$ cat src/rtl/fwd_pkg.sv
package fwd_pkg;
    localparam int RID_W = 4;
    localparam logic [RID_W-1:0] RID_NONE = 4'hF;

    // Bypass paths, index order is priority order (0 = youngest producer)
    typedef enum logic [2:0] {
        SRC_EXE_ALU  = 3'd0,
        SRC_MEM_LOAD = 3'd1,
        SRC_MEM_ALU  = 3'd2,
        SRC_WB_LOAD  = 3'd3,
        SRC_WB_ALU   = 3'd4
    } fwd_src_e;

    localparam int NPATH = 5;
endpackage

$ cat src/rtl/fwd_match.sv
module fwd_match
    import fwd_pkg::*;
#(
    parameter int NP = NPATH
) (
    input  logic [RID_W-1:0]         src,
    input  logic [NP-1:0][RID_W-1:0] dst,
    output logic [NP-1:0]            hit
);
    genvar i;
    generate
        for (i = 0; i < NP; i++) begin : g_cmp
            assign hit[i] = (src != RID_NONE) && (dst[i] == src);
        end
    endgenerate
endmodule

$ cat src/rtl/fwd_pick.sv
module fwd_pick #(
    parameter int NP = 5,
    parameter int W  = 64
) (
    input  logic [NP-1:0]        hit,
    input  logic [NP-1:0][W-1:0] vals,
    input  logic [W-1:0]         fallback,
    output logic [W-1:0]         value,
    output logic [NP-1:0]        grant
);
    logic found;

    always_comb begin
        grant = '0;
        found = 1'b0;
        for (int i = 0; i < NP; i++) begin
            if (hit[i] && !found) begin
                grant[i] = 1'b1;
                found    = 1'b1;
            end
        end
    end

    always_comb begin
        value = fallback;
        for (int i = 0; i < NP; i++) begin
            if (grant[i]) value = vals[i];
        end
    end

    // exactly one winner whenever any path matches, and only a matching one
    always_comb begin
        assert_one_winner_R3: assert ($onehot0(grant) && ((grant & ~hit) == '0)
                                      && ((hit != '0) == (grant != '0)))
            else $error("grant 0x%0h inconsistent with hit 0x%0h", grant, hit);
    end
endmodule

$ cat src/rtl/fwd_operand_select.sv
module fwd_operand_select
    import fwd_pkg::*;
#(
    parameter int W = 64
) (
    input  logic [3:0]   src_a,
    input  logic [3:0]   src_b,
    input  logic [W-1:0] rf_a,
    input  logic [W-1:0] rf_b,
    input  logic         use_pc,
    input  logic [W-1:0] pc_next,
    input  logic [3:0]   e_dst,
    input  logic         e_cancel,
    input  logic [W-1:0] e_alu,
    input  logic [3:0]   m_dst_ld,
    input  logic [W-1:0] m_ld,
    input  logic [3:0]   m_dst_alu,
    input  logic [W-1:0] m_alu,
    input  logic [3:0]   w_dst_ld,
    input  logic [W-1:0] w_ld,
    input  logic [3:0]   w_dst_alu,
    input  logic [W-1:0] w_alu,
    output logic [W-1:0] op_a,
    output logic [W-1:0] op_b
);
    localparam int NOPS = 2;

    logic [NPATH-1:0][RID_W-1:0] dsts;
    logic [NPATH-1:0][W-1:0]     vals;
    logic [NOPS-1:0][RID_W-1:0]  srcs;
    logic [NOPS-1:0][W-1:0]      rfv;
    logic [NOPS-1:0][W-1:0]      picked;
    logic [NOPS-1:0][NPATH-1:0]  hits;
    logic [NOPS-1:0][NPATH-1:0]  grants;

    // a cancelled move looks like a write to the "no register" ID
    always_comb begin
        dsts[SRC_EXE_ALU]  = e_cancel ? RID_NONE : e_dst;
        dsts[SRC_MEM_LOAD] = m_dst_ld;
        dsts[SRC_MEM_ALU]  = m_dst_alu;
        dsts[SRC_WB_LOAD]  = w_dst_ld;
        dsts[SRC_WB_ALU]   = w_dst_alu;
        vals[SRC_EXE_ALU]  = e_alu;
        vals[SRC_MEM_LOAD] = m_ld;
        vals[SRC_MEM_ALU]  = m_alu;
        vals[SRC_WB_LOAD]  = w_ld;
        vals[SRC_WB_ALU]   = w_alu;
    end

    assign srcs[0] = src_a;
    assign srcs[1] = src_b;
    assign rfv[0]  = rf_a;
    assign rfv[1]  = rf_b;

    genvar k;
    generate
        for (k = 0; k < NOPS; k++) begin : g_op
            fwd_match #(.NP(NPATH)) u_match (
                .src (srcs[k]),
                .dst (dsts),
                .hit (hits[k])
            );
            fwd_pick #(.NP(NPATH), .W(W)) u_pick (
                .hit      (hits[k]),
                .vals     (vals),
                .fallback (rfv[k]),
                .value    (picked[k]),
                .grant    (grants[k])
            );
        end
    endgenerate

    // incremented PC overrides every bypass for operand A
    assign op_a = use_pc ? pc_next : picked[0];
    assign op_b = picked[1];

    always_comb begin
        assert_none_id_R4: assert (src_b != RID_NONE || op_b == rf_b)
            else $error("src 15 did not take register file value");
        assert_cancel_blocks_R6: assert (!e_cancel || !grants[1][SRC_EXE_ALU])
            else $error("cancelled execute path selected");
        assert_exe_first_R2: assert (!(grants[1] != '0 && hits[1][SRC_EXE_ALU]
                                       && !e_cancel) || grants[1][SRC_EXE_ALU])
            else $error("execute match lost priority");
        assert_rf_default_R1: assert (hits[1] != '0 || op_b == rf_b)
            else $error("no match but operand B not register file");
    end
endmodule

$ cat config.mk
export PLATFORM = sky130hd
export DESIGN_NAME = fwd_operand_select
export DESIGN_NICKNAME = d
export VERILOG_FILES = /design/src/rtl/fwd_pkg.sv /design/src/rtl/fwd_match.sv /design/src/rtl/fwd_pick.sv /design/src/rtl/fwd_operand_select.sv
export SDC_FILE = /design/constraint.sdc
export NUM_CORES = 1
export LEC_CHECK = 0
export BUFFER_PORTS_ARGS = -buffer_cell sky130_fd_sc_hd__buf_2
export CELL_PAD_IN_SITES_DETAIL_PLACEMENT = 1
export CELL_PAD_IN_SITES_GLOBAL_PLACEMENT = 1
export CORE_AREA = 2 2 259 261
export DETAILED_ROUTE_END_ITERATION = 10
export DIE_AREA = 0 0 261 263
export PLACE_DENSITY_LB_ADDON = 0.1
export RECOVER_POWER = 25
export SYNTH_ARGS = -nofsm -noshare
export SYNTH_HDL_FRONTEND = slang
export SYNTH_SLANG_ARGS = --single-unit
$ cat constraint.sdc
create_clock -name vclk -period 4.5
set_input_delay 0.9 -clock vclk [all_inputs]
set_output_delay 0.9 -clock vclk [all_outputs]
set_load 0.01 [all_outputs]
==> impl_results.md, run 1 <==
- Synth cell count leaders: 197 x a21oi_1, 128 x o22ai_1, 105 x clkbuf_1, 71 x nor2_1
- Syn avg cell area: 5.90 um^2
- Die width: 261 um
- DP Wirelength: 58900 um
- Register area: 0 um^2
- FP Rows: 94
- Hold_sp: e_alu[2]
- Leakage power: 5.12 nW
- Measured slew at the worst slew-check pin: 0.829 ns
- Critical Path Fanout Max: 40
- PortBufs: 670
- Hold-fix buffers at CTS: 0
- Post-CTS resize count: 0
- Slew headroom: 0.433
- Total Wirelength: 75300 um
- Synth top area share: 0.138
- Die Ht: 263 um
- Clock buffer cells: 0
- Pwr Density: 137 nW/um^2
- Worst endpoint required time: 3.60 ns
- Worst Setup Start Kind: primary input
- Final Slew Violations: 0
- Routability cong.: 0.921
- Layout cell share with drive strength beyond 1: 0.437
- Post-synth top area cell: a21oi_1
- Max Freq: 0.234 GHz
- Number of remaining DRC errors: 0
- DR vias/cell: 4.75
- Crit-path leading delay family: compound AO/OA/AOI/OAI gates
- First-pass GRT wire length: 105000 um
- Inst Count DP: 2654
- Core area: 65600 um^2
- Buffers & Inverters on Critical Path: 3
- Final setup violation count: 0
- Sequential share of the synthesized area: 0
- Area grow syn2layout: 67.1%
- TritonRoute pass-1 iters: 5
- GR Util All Layers: 0.208
- Mapped Cells: 1206
- Starting DRT DRC Count: 499
- Fin cells: 2671
- Area post-placement: 11900 um^2
- Post-route antenna net violation count: 0
- Setup CP Type: primary input to primary output
- Pre-CTS setup slack: 0.177 ns
- Netlist Area Pre-Place: 7120 um^2
- HP Class: primary input to primary output
- Multi-input gate area: 6320 um^2
- Worst setup margin: 0.229 ns
- Fillcell total: 8255
- VDD IR-drop max: 0.0438 mV
- Worst path most repeated cell: buf_2
- Post-route design area: 11900 um^2
- RSZ-0062 raised after global routing: false
- Grt total ovfl: 0
- Syn_nets: 1748
- Routed WL per cell: 28.2 um
- Die ar.: 68600 um^2
- Setup TNS: 0 ns
- Synth Warn #: 0
- Post-CTS Setup Inserts: 0
- Critical path, cell by cell: buf_2, xor2_1, or4_1, a311o_2, buf_4, and3_1, a21oi_1, a31oi_1, buf_2
- Seq_cells: 0
- Peak per-stage delay on the critical path: 0.47 ns
- Status: completed
- Routed via count: 12700
- Num ports: 670
- Count of distinct cell types in the synthesized netlist: 39
- Min-Delay Endpoint: op_b[2]
- MaxCap Viol Count: 0
- Hold Path Depth: 4
- Effective utilization at floorplan: 0.108
- Critical Path End Type: primary output
- Min Tclk post-route: 4.27 ns
- Highest-delay cell along the critical path: or4_1
- Nets@finish: 2334
- Final Cycle Share: 0.949
- Vias in the first global route: 14000
- Top-count cell post-synth: a21oi_1
- Largest net degree at the start of global routing: 65
- Initial antenna violation count: 36
- Critical Path AT: 3.37 ns
- Synth top area cells: a21oi_1 14%, o22ai_1 11%, a2111oi_0 7.9%
- Final Power: 0.00163 W
- Hold Fails Final Rpt: 0
-- kinds of logic after synthesis --
kind of cell	synth area share
muxes	0.101
and+or+nand+nor	0.255
buffers and inverters	0.130
xor gates and xnor gates	0.0418
AOI/OAI and AO/OA	0.472
-- cell type report --
class,instances,share of cell area
diodes,17,0.00357
repair buffers,734,0.353
well taps,864,0.0908
multi-input cells,989,0.531
inverters,67,0.0213
-- cell usage in the layout, fill, tap and decap left out, types with 2 or more instances in the layout --
master	Yosys	final
buf_2	34	651
a21oi_1	197	196
o22ai_1	128	128
nor2_1	71	69
nor3_1	68	67
or3_1	67	66
inv_1	67	66
a31oi_1	65	65
nand2_1	68	65
o211ai_1	65	65
a2111oi_0	64	64
and3_1	64	64
mux2_2	48	48
buf_4	3	33
buf_12	0	31
clkbuf_1	105	19
xnor2_1	18	18
diode_2	0	17
xor2_1	16	16
mux2_1	16	16
nand3_1	6	6
nand4_1	3	3
and2_1	3	3
o21ai_0	2	2
nor4_1	2	2
nor2_4	0	2
nand2_4	0	2
a311o_1	4	2
a311o_2	0	2
-- stage by stage --
| step | utilization | hold slack [ns] |
|---|---|---|
| global route | 0.181 | 2.20 |
| global placement | 0.181 | 2.19 |
| detailed placement | 0.181 | 2.19 |
| finish | 0.181 | 2.18 |
| floorplan | - | 1.96 |
| CTS | 0.181 | 2.19 |
-- worst max path at each step --
| stage | cells after the start | start | to |
|---|---|---|---|
| after floorplan | 9 | src_a[1] | op_a[13] |
| after global placement | 10 | src_b[1] | op_b[24] |
| after detailed placement | 9 | src_b[1] | op_b[24] |
| after CTS | 9 | src_b[1] | op_b[24] |
| after global routing | 9 | src_b[1] | op_b[24] |
| final | 9 | src_a[0] | op_a[21] |
-- per-layer routing --
layer	part of all wire	wire length, um	vias to the layer above	track usage
met3	0.057	4320	84	0.0357
met4	0.019	1410	28	0.0375
met5	0.0024	177	-	0
li1	-	-	5850	-
met1	0.40	30300	6250	0.243
met2	0.52	39100	478	0.393
-- report_power, final --
group	switching, W	leakage (nW)	internal, W
clock network	0	0.000108	0.000000000376
registers	0	0	0
logic	0.000978	5.12	0.000657
total	0.000978	5.12	0.000657
Note: power is estimated with default switching activity, not from simulation.
==> run 2: changes to the inputs <==
--- a/config.mk
+++ b/config.mk
@@ -6,13 +6,11 @@
 export NUM_CORES = 1
 export LEC_CHECK = 0
 export BUFFER_PORTS_ARGS = -buffer_cell sky130_fd_sc_hd__buf_2
-export CELL_PAD_IN_SITES_DETAIL_PLACEMENT = 1
-export CELL_PAD_IN_SITES_GLOBAL_PLACEMENT = 1
-export CORE_AREA = 2 2 259 261
+export CORE_AREA = 2 2 262 264
 export DETAILED_ROUTE_END_ITERATION = 10
-export DIE_AREA = 0 0 261 263
-export PLACE_DENSITY_LB_ADDON = 0.1
+export DIE_AREA = 0 0 264 266
 export RECOVER_POWER = 25
 export SYNTH_ARGS = -nofsm -noshare
 export SYNTH_HDL_FRONTEND = slang
+export SYNTH_HIERARCHICAL = 1
 export SYNTH_SLANG_ARGS = --single-unit
==> impl_results.md, run 2 <==
- Critical Path AT: 3.48 ns
- First-pass GRT wire length: 78100 um
- Critical Path Fanout Max: 13
- Total Wirelength: 57100 um
- Final Slew Violations: 0
- Effective utilization at floorplan: 0.109
- Final Cycle Share: 0.973
- Hold Fails Final Rpt: 0
- Starting DRT DRC Count: 952
- Post-layout util: 0.178
- Commonest cells after routing, fill and taps aside: 653 x buf_2, 129 x a21oi_1
- VDD IR-drop max: 0.0594 mV
- FP Rows: 96
- Mapped Cells: 1055
- Netlist Area Pre-Place: 7360 um^2
- Vias in the first global route: 11600
- Min Tclk post-route: 4.38 ns
- DR vias/cell: 4.66
- Layout cell share with drive strength beyond 1: 0.500
- Measured slew at the worst slew-check pin: 0.559 ns
- Routability cong.: 0.956
- Die ar.: 70200 um^2
- Critical Path End Type: primary output
- Hold Path Depth: 3
- Routed WL per cell: 22.2 um
- Num ports: 670
- Number of remaining DRC errors: 0
- Die width: 264 um
- Status: completed
- Inst Count DP: 2558
- Final setup violation count: 0
- Syn_nets: 1597
- MaxCap Viol Count: 0
- Initial antenna violation count: 32
- Core area: 67700 um^2
- Post-route design area: 12100 um^2
- Setup CP Type: primary input to primary output
- Syn avg cell area: 6.97 um^2
- GR Util All Layers: 0.149
- Routed via count: 12000
- Die Ht: 266 um
- Worst Setup Start Kind: primary input
- Grt total ovfl: 0
- PortBufs: 670
- Post-route antenna net violation count: 0
- Largest net degree at the start of global routing: 61
- Slew headroom: 0.623
- Pwr Density: 155 nW/um^2
- DP Wirelength: 47300 um
- Synth Warn #: 6
- HP Class: primary input to primary output
- Setup TNS: 0 ns
- Leakage power: 5.73 nW
- Nets@finish: 2221
- Commonest non-fill, non-tap cell in the layout: buf_2
- Clock buffer cells: 0
- Area post-placement: 12100 um^2
- Fin cells: 2577
- Worst endpoint required time: 3.60 ns
- Max Freq: 0.228 GHz
- Seq_cells: 0
- TritonRoute pass-1 iters: 7
- Area grow syn2layout: 64.3%
- Register area: 0 um^2
- Hold-fix buffers at CTS: 0
[run 2: cell types whose count changed in the layout (fill, tap and decap cells not counted), sizes merged, moves of 68 or more]
cell,before,now
nand2,68,0
nand2b,0,104
a21o,0,102
o221ai,1,102
a211oi,1,102
[run 2: metal layers]
metal  vias to the layer above  wire length [um]  global-route usage  part of all wire
met5                         -               210              0.0111            0.0037
met4                        20              3100              0.0713             0.054
met3                       173              5870              0.0441              0.10
met2                       818             25500               0.242              0.45
met1                      5592             22500               0.178              0.39
li1                       5394                 -                   -                 -
[run 2: timing repair]
action / in CTS / in global routing
gates resized for setup: 1 / 2
endpoints found under the setup margin: 1 / 43
pin swaps: 0 / 1
buffers inserted: 0 / 1
[run 2: layout make-up]
| type | instances | area (um^2) |
|---|---|---|
| timing repair buffer | 755 | 4250 |
| antenna | 18 | 45.0 |
| multi-input combinational | 890 | 6560 |
| inverter | 32 | 123 |
| fill | 7800 | 55700 |
| tap | 882 | 1100 |
[run 2: final timing paths]
kind | start | endpoint | slack, ns
worst max-delay path | e_cancel | op_a[41] | 0.12
worst min-delay path | w_alu[62] | op_b[62] | 2.10
[run 2: through the flow]
step	setup slack (ns)	hold WS, ns	total power, W
global route	-0.00548	2.11	0.00199
detailed placement	-0.0210	2.10	0.00184
floorplan	0.657	1.93	0.000979
CTS	0.0516	2.10	0.00185
finish	0.119	2.10	0.00188
global placement	-0.0167	2.10	0.00184
[run 2: power by group]
group	switching, W	total (W)	internal [W]
registers	0	0	0
logic	0.00101	0.00188	0.000867
clock network	0	0.000000000538	0.000000000538
[run 2: critical path, cell delays in order]
cell and delay [ns]:
buf_2 0.12, or2_2 0.32, xor2_1 0.24, nor3_4 0.10, or4b_4 0.55, buf_12 0.18
buf_4 0.18, o221ai_1 0.17, a211oi_1 0.07, a21o_1 0.16, mux2_4 0.26, buf_2 0.20
